==> src/rtl/sport_pkg.sv <==
package sport_pkg;
    typedef struct packed {
        logic aux;
        logic gp1;
        logic gp0;
    } ctrl_t;

    localparam int DIR_COUNT = 2;
endpackage

==> src/rtl/sport_seq.sv <==
module sport_seq #(
    parameter int WORD_W = 16,
    parameter int BYTE_W = WORD_W / 2,
    localparam int CNT_W = $clog2(WORD_W)
) (
    input  logic clk,
    input  logic rst,
    input  logic fsync,
    output logic active,
    output logic start,
    output logic half,
    output logic finish
);
    typedef struct packed {
        logic             active;
        logic [CNT_W-1:0] cnt;
    } seq_t;

    seq_t st_d, st_q;

    always_comb begin
        half   = st_q.active && (st_q.cnt == CNT_W'(BYTE_W - 1));
        finish = st_q.active && (st_q.cnt == CNT_W'(WORD_W - 1));
        start  = fsync && (!st_q.active || finish);
        st_d   = st_q;
        if (start) begin
            st_d.active = 1'b1;
            st_d.cnt    = '0;
        end else if (finish) begin
            st_d.active = 1'b0;
            st_d.cnt    = '0;
        end else if (st_q.active) begin
            st_d.cnt = st_q.cnt + 1'b1;
        end
        active = st_q.active;
    end

    always_ff @(posedge clk) begin
        if (rst) st_q <= '0;
        else     st_q <= st_d;
    end


    frame_len_chk: assert property (@(posedge clk) disable iff (rst)
        $fell(st_q.active) |-> $past(st_q.cnt) == CNT_W'(WORD_W - 1));
endmodule

==> src/rtl/sport_tx.sv <==
module sport_tx #(
    parameter int WORD_W = 16
) (
    input  logic              clk,
    input  logic              rst,
    input  logic [WORD_W-1:0] adc_data,
    input  logic              adc_valid,
    input  logic              start,
    input  logic              active,
    input  logic              finish,
    output logic              dr
);
    typedef struct packed {
        logic [WORD_W-1:0] hold;
        logic [WORD_W-1:0] sh;
    } tx_t;

    tx_t st_d, st_q;

    always_comb begin
        st_d = st_q;
        if (adc_valid) st_d.hold = adc_data;
        if (start)
            st_d.sh = st_q.hold;
        else if (active && !finish)
            st_d.sh = {st_q.sh[WORD_W-2:0], 1'b0};
        dr = active && st_q.sh[WORD_W-1];
    end

    always_ff @(posedge clk) begin
        if (rst) st_q <= '0;
        else     st_q <= st_d;
    end


    idle_line_chk: assert property (@(posedge clk) disable iff (rst)
        !active |-> !dr);
endmodule

==> src/rtl/sport_rx.sv <==
module sport_rx
    import sport_pkg::*;
#(
    parameter int WORD_W  = 16,
    parameter int TAG_W   = 2,
    parameter int AUX_BIT = 5,
    parameter int GP0_BIT = 10,
    parameter int GP1_BIT = 11
) (
    input  logic              clk,
    input  logic              rst,
    input  logic              active,
    input  logic              finish,
    input  logic              bit_in,
    output logic [WORD_W-1:0] dac_data,
    output logic              dac_valid,
    output ctrl_t             ctrl
);
    typedef struct packed {
        logic [WORD_W-1:0] sh;
        logic [WORD_W-1:0] dac;
        logic              vld;
        ctrl_t             ctrl;
    } rx_t;

    rx_t st_d, st_q;
    logic [WORD_W-1:0] word;
    logic              is_ctrl;

    always_comb begin
        st_d     = st_q;
        st_d.vld = 1'b0;
        word     = {st_q.sh[WORD_W-2:0], bit_in};
        is_ctrl  = &word[TAG_W-1:0];
        if (active) st_d.sh = word;
        if (finish) begin
            if (is_ctrl) begin
                st_d.ctrl.aux = word[AUX_BIT];
                st_d.ctrl.gp0 = word[GP0_BIT];
                st_d.ctrl.gp1 = word[GP1_BIT];
            end else begin
                st_d.dac = word;
                st_d.vld = 1'b1;
            end
        end
    end

    always_ff @(posedge clk) begin
        if (rst) st_q <= '0;
        else     st_q <= st_d;
    end

    assign dac_data  = st_q.dac;
    assign dac_valid = st_q.vld;
    assign ctrl      = st_q.ctrl;


    valid_pulse_chk: assert property (@(posedge clk) disable iff (rst)
        st_q.vld |=> !st_q.vld);

    ctrl_hold_chk: assert property (@(posedge clk) disable iff (rst)
        !finish |=> $stable(st_q.ctrl));

    idle_quiet_chk: assert property (@(posedge clk) disable iff (rst)
        !active |=> !st_q.vld);
endmodule

==> src/rtl/sport_strobe.sv <==
module sport_strobe (
    input  logic clk,
    input  logic rst,
    input  logic byte_mode,
    input  logic half,
    input  logic finish,
    output logic eod_n
);
    typedef struct packed {
        logic low;
    } stb_t;

    stb_t st_d, st_q;

    always_comb begin
        st_d = st_q;
        if (byte_mode) st_d.low = half || (st_q.low && !finish);
        else           st_d.low = finish;
    end

    always_ff @(posedge clk) begin
        if (rst) st_q <= '0;
        else     st_q <= st_d;
    end

    assign eod_n = !st_q.low;


    word_pulse_chk: assert property (@(posedge clk) disable iff (rst)
        (st_q.low && !byte_mode) |=> (!st_q.low || byte_mode));
endmodule

==> src/rtl/sport_top.sv <==
module sport_top
    import sport_pkg::*;
#(
    parameter int WORD_W = 16
) (
    input  logic              sclk,
    input  logic              rst,
    input  logic              byte_mode,
    input  logic              fsync,
    input  logic              dx,
    output logic              dr,
    output logic              eodr_n,
    output logic              eodx_n,
    input  logic [WORD_W-1:0] adc_data,
    input  logic              adc_valid,
    output logic [WORD_W-1:0] dac_data,
    output logic              dac_valid,
    output logic              aux_sel,
    output logic              gp_out0,
    output logic              gp_out1
);
    localparam int BYTE_W = WORD_W / 2;

    logic  active, start, half, finish;
    logic  dx_fall_q;
    ctrl_t ctrl;
    logic [DIR_COUNT-1:0] eod_n;

    always_ff @(negedge sclk) begin
        dx_fall_q <= dx;
    end

    sport_seq #(.WORD_W(WORD_W), .BYTE_W(BYTE_W)) u_seq (
        .clk(sclk), .rst(rst), .fsync(fsync),
        .active(active), .start(start), .half(half), .finish(finish)
    );

    sport_tx #(.WORD_W(WORD_W)) u_tx (
        .clk(sclk), .rst(rst), .adc_data(adc_data), .adc_valid(adc_valid),
        .start(start), .active(active), .finish(finish), .dr(dr)
    );

    sport_rx #(.WORD_W(WORD_W)) u_rx (
        .clk(sclk), .rst(rst), .active(active), .finish(finish),
        .bit_in(dx_fall_q), .dac_data(dac_data), .dac_valid(dac_valid),
        .ctrl(ctrl)
    );

    for (genvar g = 0; g < DIR_COUNT; g++) begin : g_stb
        sport_strobe u_stb (
            .clk(sclk), .rst(rst), .byte_mode(byte_mode),
            .half(half), .finish(finish), .eod_n(eod_n[g])
        );
    end

    assign eodr_n  = eod_n[0];
    assign eodx_n  = eod_n[1];
    assign aux_sel = ctrl.aux;
    assign gp_out0 = ctrl.gp0;
    assign gp_out1 = ctrl.gp1;


    data_or_ctrl_chk: assert property (@(posedge sclk) disable iff (rst)
        dac_valid |-> $past(active));
endmodule

==> config.mk <==
export PLATFORM = sky130hd
export DESIGN_NAME = sport_top
export DESIGN_NICKNAME = d
export VERILOG_FILES = /design/src/rtl/sport_pkg.sv /design/src/rtl/sport_seq.sv /design/src/rtl/sport_tx.sv /design/src/rtl/sport_rx.sv /design/src/rtl/sport_strobe.sv /design/src/rtl/sport_top.sv
export SDC_FILE = /design/constraint.sdc
export NUM_CORES = 1
export LEC_CHECK = 0
export CAP_MARGIN = 15
export CORE_MARGIN = 10
export CORE_UTILIZATION = 39
export DETAILED_ROUTE_END_ITERATION = 12
export PLACE_DENSITY = 0.68
export SLEW_MARGIN = 20
export SYNTH_ARGS = -nofsm -noshare
export SYNTH_HDL_FRONTEND = slang
export SYNTH_HIERARCHICAL = 1
export SYNTH_SLANG_ARGS = --single-unit
==> constraint.sdc <==
create_clock -name sclk -period 1.9 [get_ports sclk]
set_input_delay 0.285 -clock sclk [delete_from_list [all_inputs] [get_ports sclk]]
set_output_delay 0.285 -clock sclk [all_outputs]
set_load 0.05 [all_outputs]
==> out/summary.txt <==
Sw power - 847 µW
CTS tree - done
First-pass iteration count of the detailed router - 4
Synth top area cells - dfxtp_1 44%, mux2i_1 14%, a2111oi_2 6.2%
Final setup skew - 0.0440 ns
Comb power frac - 0.114
Max cap viols - 0
DR WL/cell - 12.9 µm
Non-Filler Instances - 469
Violated checks - setup timing
Root buffer cell - clkbuf_8
Row cnt - 34
Clock share of power - 0.379
Die height - 114 µm
Post-synthesis sequential area ratio - 0.440
Power density cells - 814 nW/µm²
Cell Int Power - 2.44 mW
WP data arrival - 2.20 ns
DP HPWL - 4000 µm
Vias per Instance - 4.75
Maximum root-to-sink buffer count - 2
Slew of the pin with the lowest slew margin - 0.507 ns
Post-Syn Instances - 332
Pleak - 1.50 nW
Top-area cell type share of the netlist area - 0.440
Net Sw Frac - 0.258
Pwr Total - 3.28 mW
Worst setup margin - -0.0359 ns
Distinct cells, synth - 36
Io pins - 45
Fin. Hold Viols - 0
Share of layout cells above drive strength 1 - 0.161
RSZ-0062 raised after global routing - yes
Slew Limit Headroom - 0.661
Number of global-route vias before repair - 2199
Final #Nets - 379
First-pass GRT wire length - 10100 µm
Wirelength, routed - 6030 µm
Largest net degree at the start of global routing - 48
Crit Path Class - flop to flop
Final Setup Violations - 9
Placed insts - 452
Yosys warns - 6
Worst min path class - input pin to flop
Clock transition at path regs - 0.08 ns
Critical path peak fanout - 15
Most used flip-flop cell after synthesis - dfxtp_1
Die width - 114 µm
CP Capture Type - flop
Final Max Slew Viols - 0
Antenna Diode Count - 0
Seq cells post-synth - 75
I/O Buffers - 44
Count leader, synth - dfxtp_1
Area growth syn-to-layout - 18.2%
Grt ovf - 0
Asr flop ratio synth - 0
Worst skew pair latency - 0.38 ns
Initial drt markers - 57
Status - finished with violations
Critical path startpoint category - flop
CTS sink cnt - 75
Area leader, netlist - dfxtp_1
Seq pwr share - 0.508
Initial Utilization - 0.395
Syn Area/Cell - 10.3 µm²
Die area - 12900 µm²
Core Box Area - 8640 µm²
Antenna violations before repair - 0
Synth top cells by count - 75 x dfxtp_1, 52 x nor2_1, 49 x mux2i_1
WHS - 0.363 ns
Gr usage total - 0.0938
Syn Nets - 355
Mapped Area - 3410 µm²
DR vias - 2230
GPL Wtd Cong - 0.709
Critical Path RT - 2.17 ns
Max VDD drop - 0.000348 V
Post-route DRC - 0
H-tree levels - 3
Cts bufs inserted - 9
Final ANT Viol Nets - 0
EDFF count, synth - 0
[area by class of cell]
type / count / area (µm²)
fillers: 813 / 4600
multi-input cells: 207 / 1570
flip-flops and latches: 75 / 1500
repair buffers: 54 / 586
well taps: 108 / 135
clock buffers: 9 / 124
clock inverters: 8 / 80.1
inverters: 8 / 30.0
[power by group through the flow]
stage          sequential [mW]  clock [mW]  combinational [mW]
3_3_place_gp              1.70     0.00659               0.357
5_1_grt                   1.67        1.35               0.408
3_5_place_dp              1.70     0.00659               0.365
2_1_floorplan             1.70     0.00659               0.282
6_report                  1.67        1.24               0.374
4_1_cts                   1.67        1.29               0.367
[flip-flops by register name, summed over array words and instances, names as in the netlist]
signal / flops
u_seq/active: 1
u_rx/dac_data: 16
u_rx/st_q: 15
u_rx/dac_valid: 1
u_seq/st_q: 4
dx_fall_q: 1
g_stb.u_stb/st_q: 2
u_rx/ctrl: 3
u_tx/st_q: 32
[kinds of logic (layout without fill, tap and decap cells)]
family | Yosys count | in the layout | synth area share
AND/OR/NAND/NOR | 129 | 129 | 0.206
flip-flops | 75 | 75 | 0.440
buffers and inverters | 50 | 79 | 0.103
multiplexers | 49 | 49 | 0.144
AO/OA/AOI/OAI | 25 | 25 | 0.0947
XOR/XNOR | 3 | 3 | 0.00771
adder cells (fa/ha/maj) | 1 | 1 | 0.00367
[per-layer routing]
layer | up-vias | part of all wire | global-route usage
met5 | - | 0 | 0
met4 | 0 | 0.017 | 0.0516
met3 | 8 | 0.039 | 0.0278
met2 | 38 | 0.44 | 0.139
met1 | 1037 | 0.51 | 0.119
li1 | 1147 | - | -
[worst max-delay path, cell delays in order, from the launching register on]
cell	delay, ns
dfxtp_2	0.33
a21boi_4	0.15
buf_12	0.18
mux2i_1	0.21
[through the flow]
step | worst slack, ns | TNS, ns | area [µm²] | utilization
2_1_floorplan | -0.0296 | -0.266 | 3410 | -
3_3_place_gp | 0.0558 | 0 | 3800 | 0.440
3_5_place_dp | -0.0156 | -0.0156 | 3800 | 0.440
4_1_cts | -0.0525 | -0.219 | 4000 | 0.463
5_1_grt | -0.104 | -0.903 | 4030 | 0.467
6_report | -0.0359 | -0.0629 | 4030 | 0.467
[placed cells by master, fill, tap and decap left out, types with 2 or more instances in the layout]
cell	n
nand2b_1	33
nor3b_1	2
a311oi_1	2
and2_1	2
dfxtp_1	74
buf_4	6
mux2i_1	49
nand2_1	2
inv_1	9
a21boi_4	2
nor3_2	7
clkbuf_8	9
clkdlybuf4s50_1	41
clkinvlp_4	2
clkinv_4	2
nor3_1	9
nor2_1	52
a21oi_1	3
nand3_1	2
xor2_1	2
a2111oi_2	14
nor2b_1	15
buf_12	5
[repair_timing]
item | 4_1_cts | 5_1_grt
buffers inserted | 0 | 0
pin swaps | 0 | 1
gates cloned | 0 | 1
endpoints found under the hold margin | 0 | 0
resized for setup | 0 | 2
endpoints found under the setup margin | 14 | 22
hold buffers | 0 | 0
[final timing paths]
path / slack [ns] / cells past startpoint / endpoint / start
max: -0.04 / 3 / u_rx/dac_data[3] / dx_fall_q
min: 0.36 / 2 / u_rx/st_q[22] / rst
max reg2reg: -0.04 / 3 / u_rx/dac_data[3] / dx_fall_q
min reg2reg: 0.47 / 2 / u_tx/st_q[0] / u_tx/st_q[16]
No activity file was read; power rests on OpenSTA's default activity.
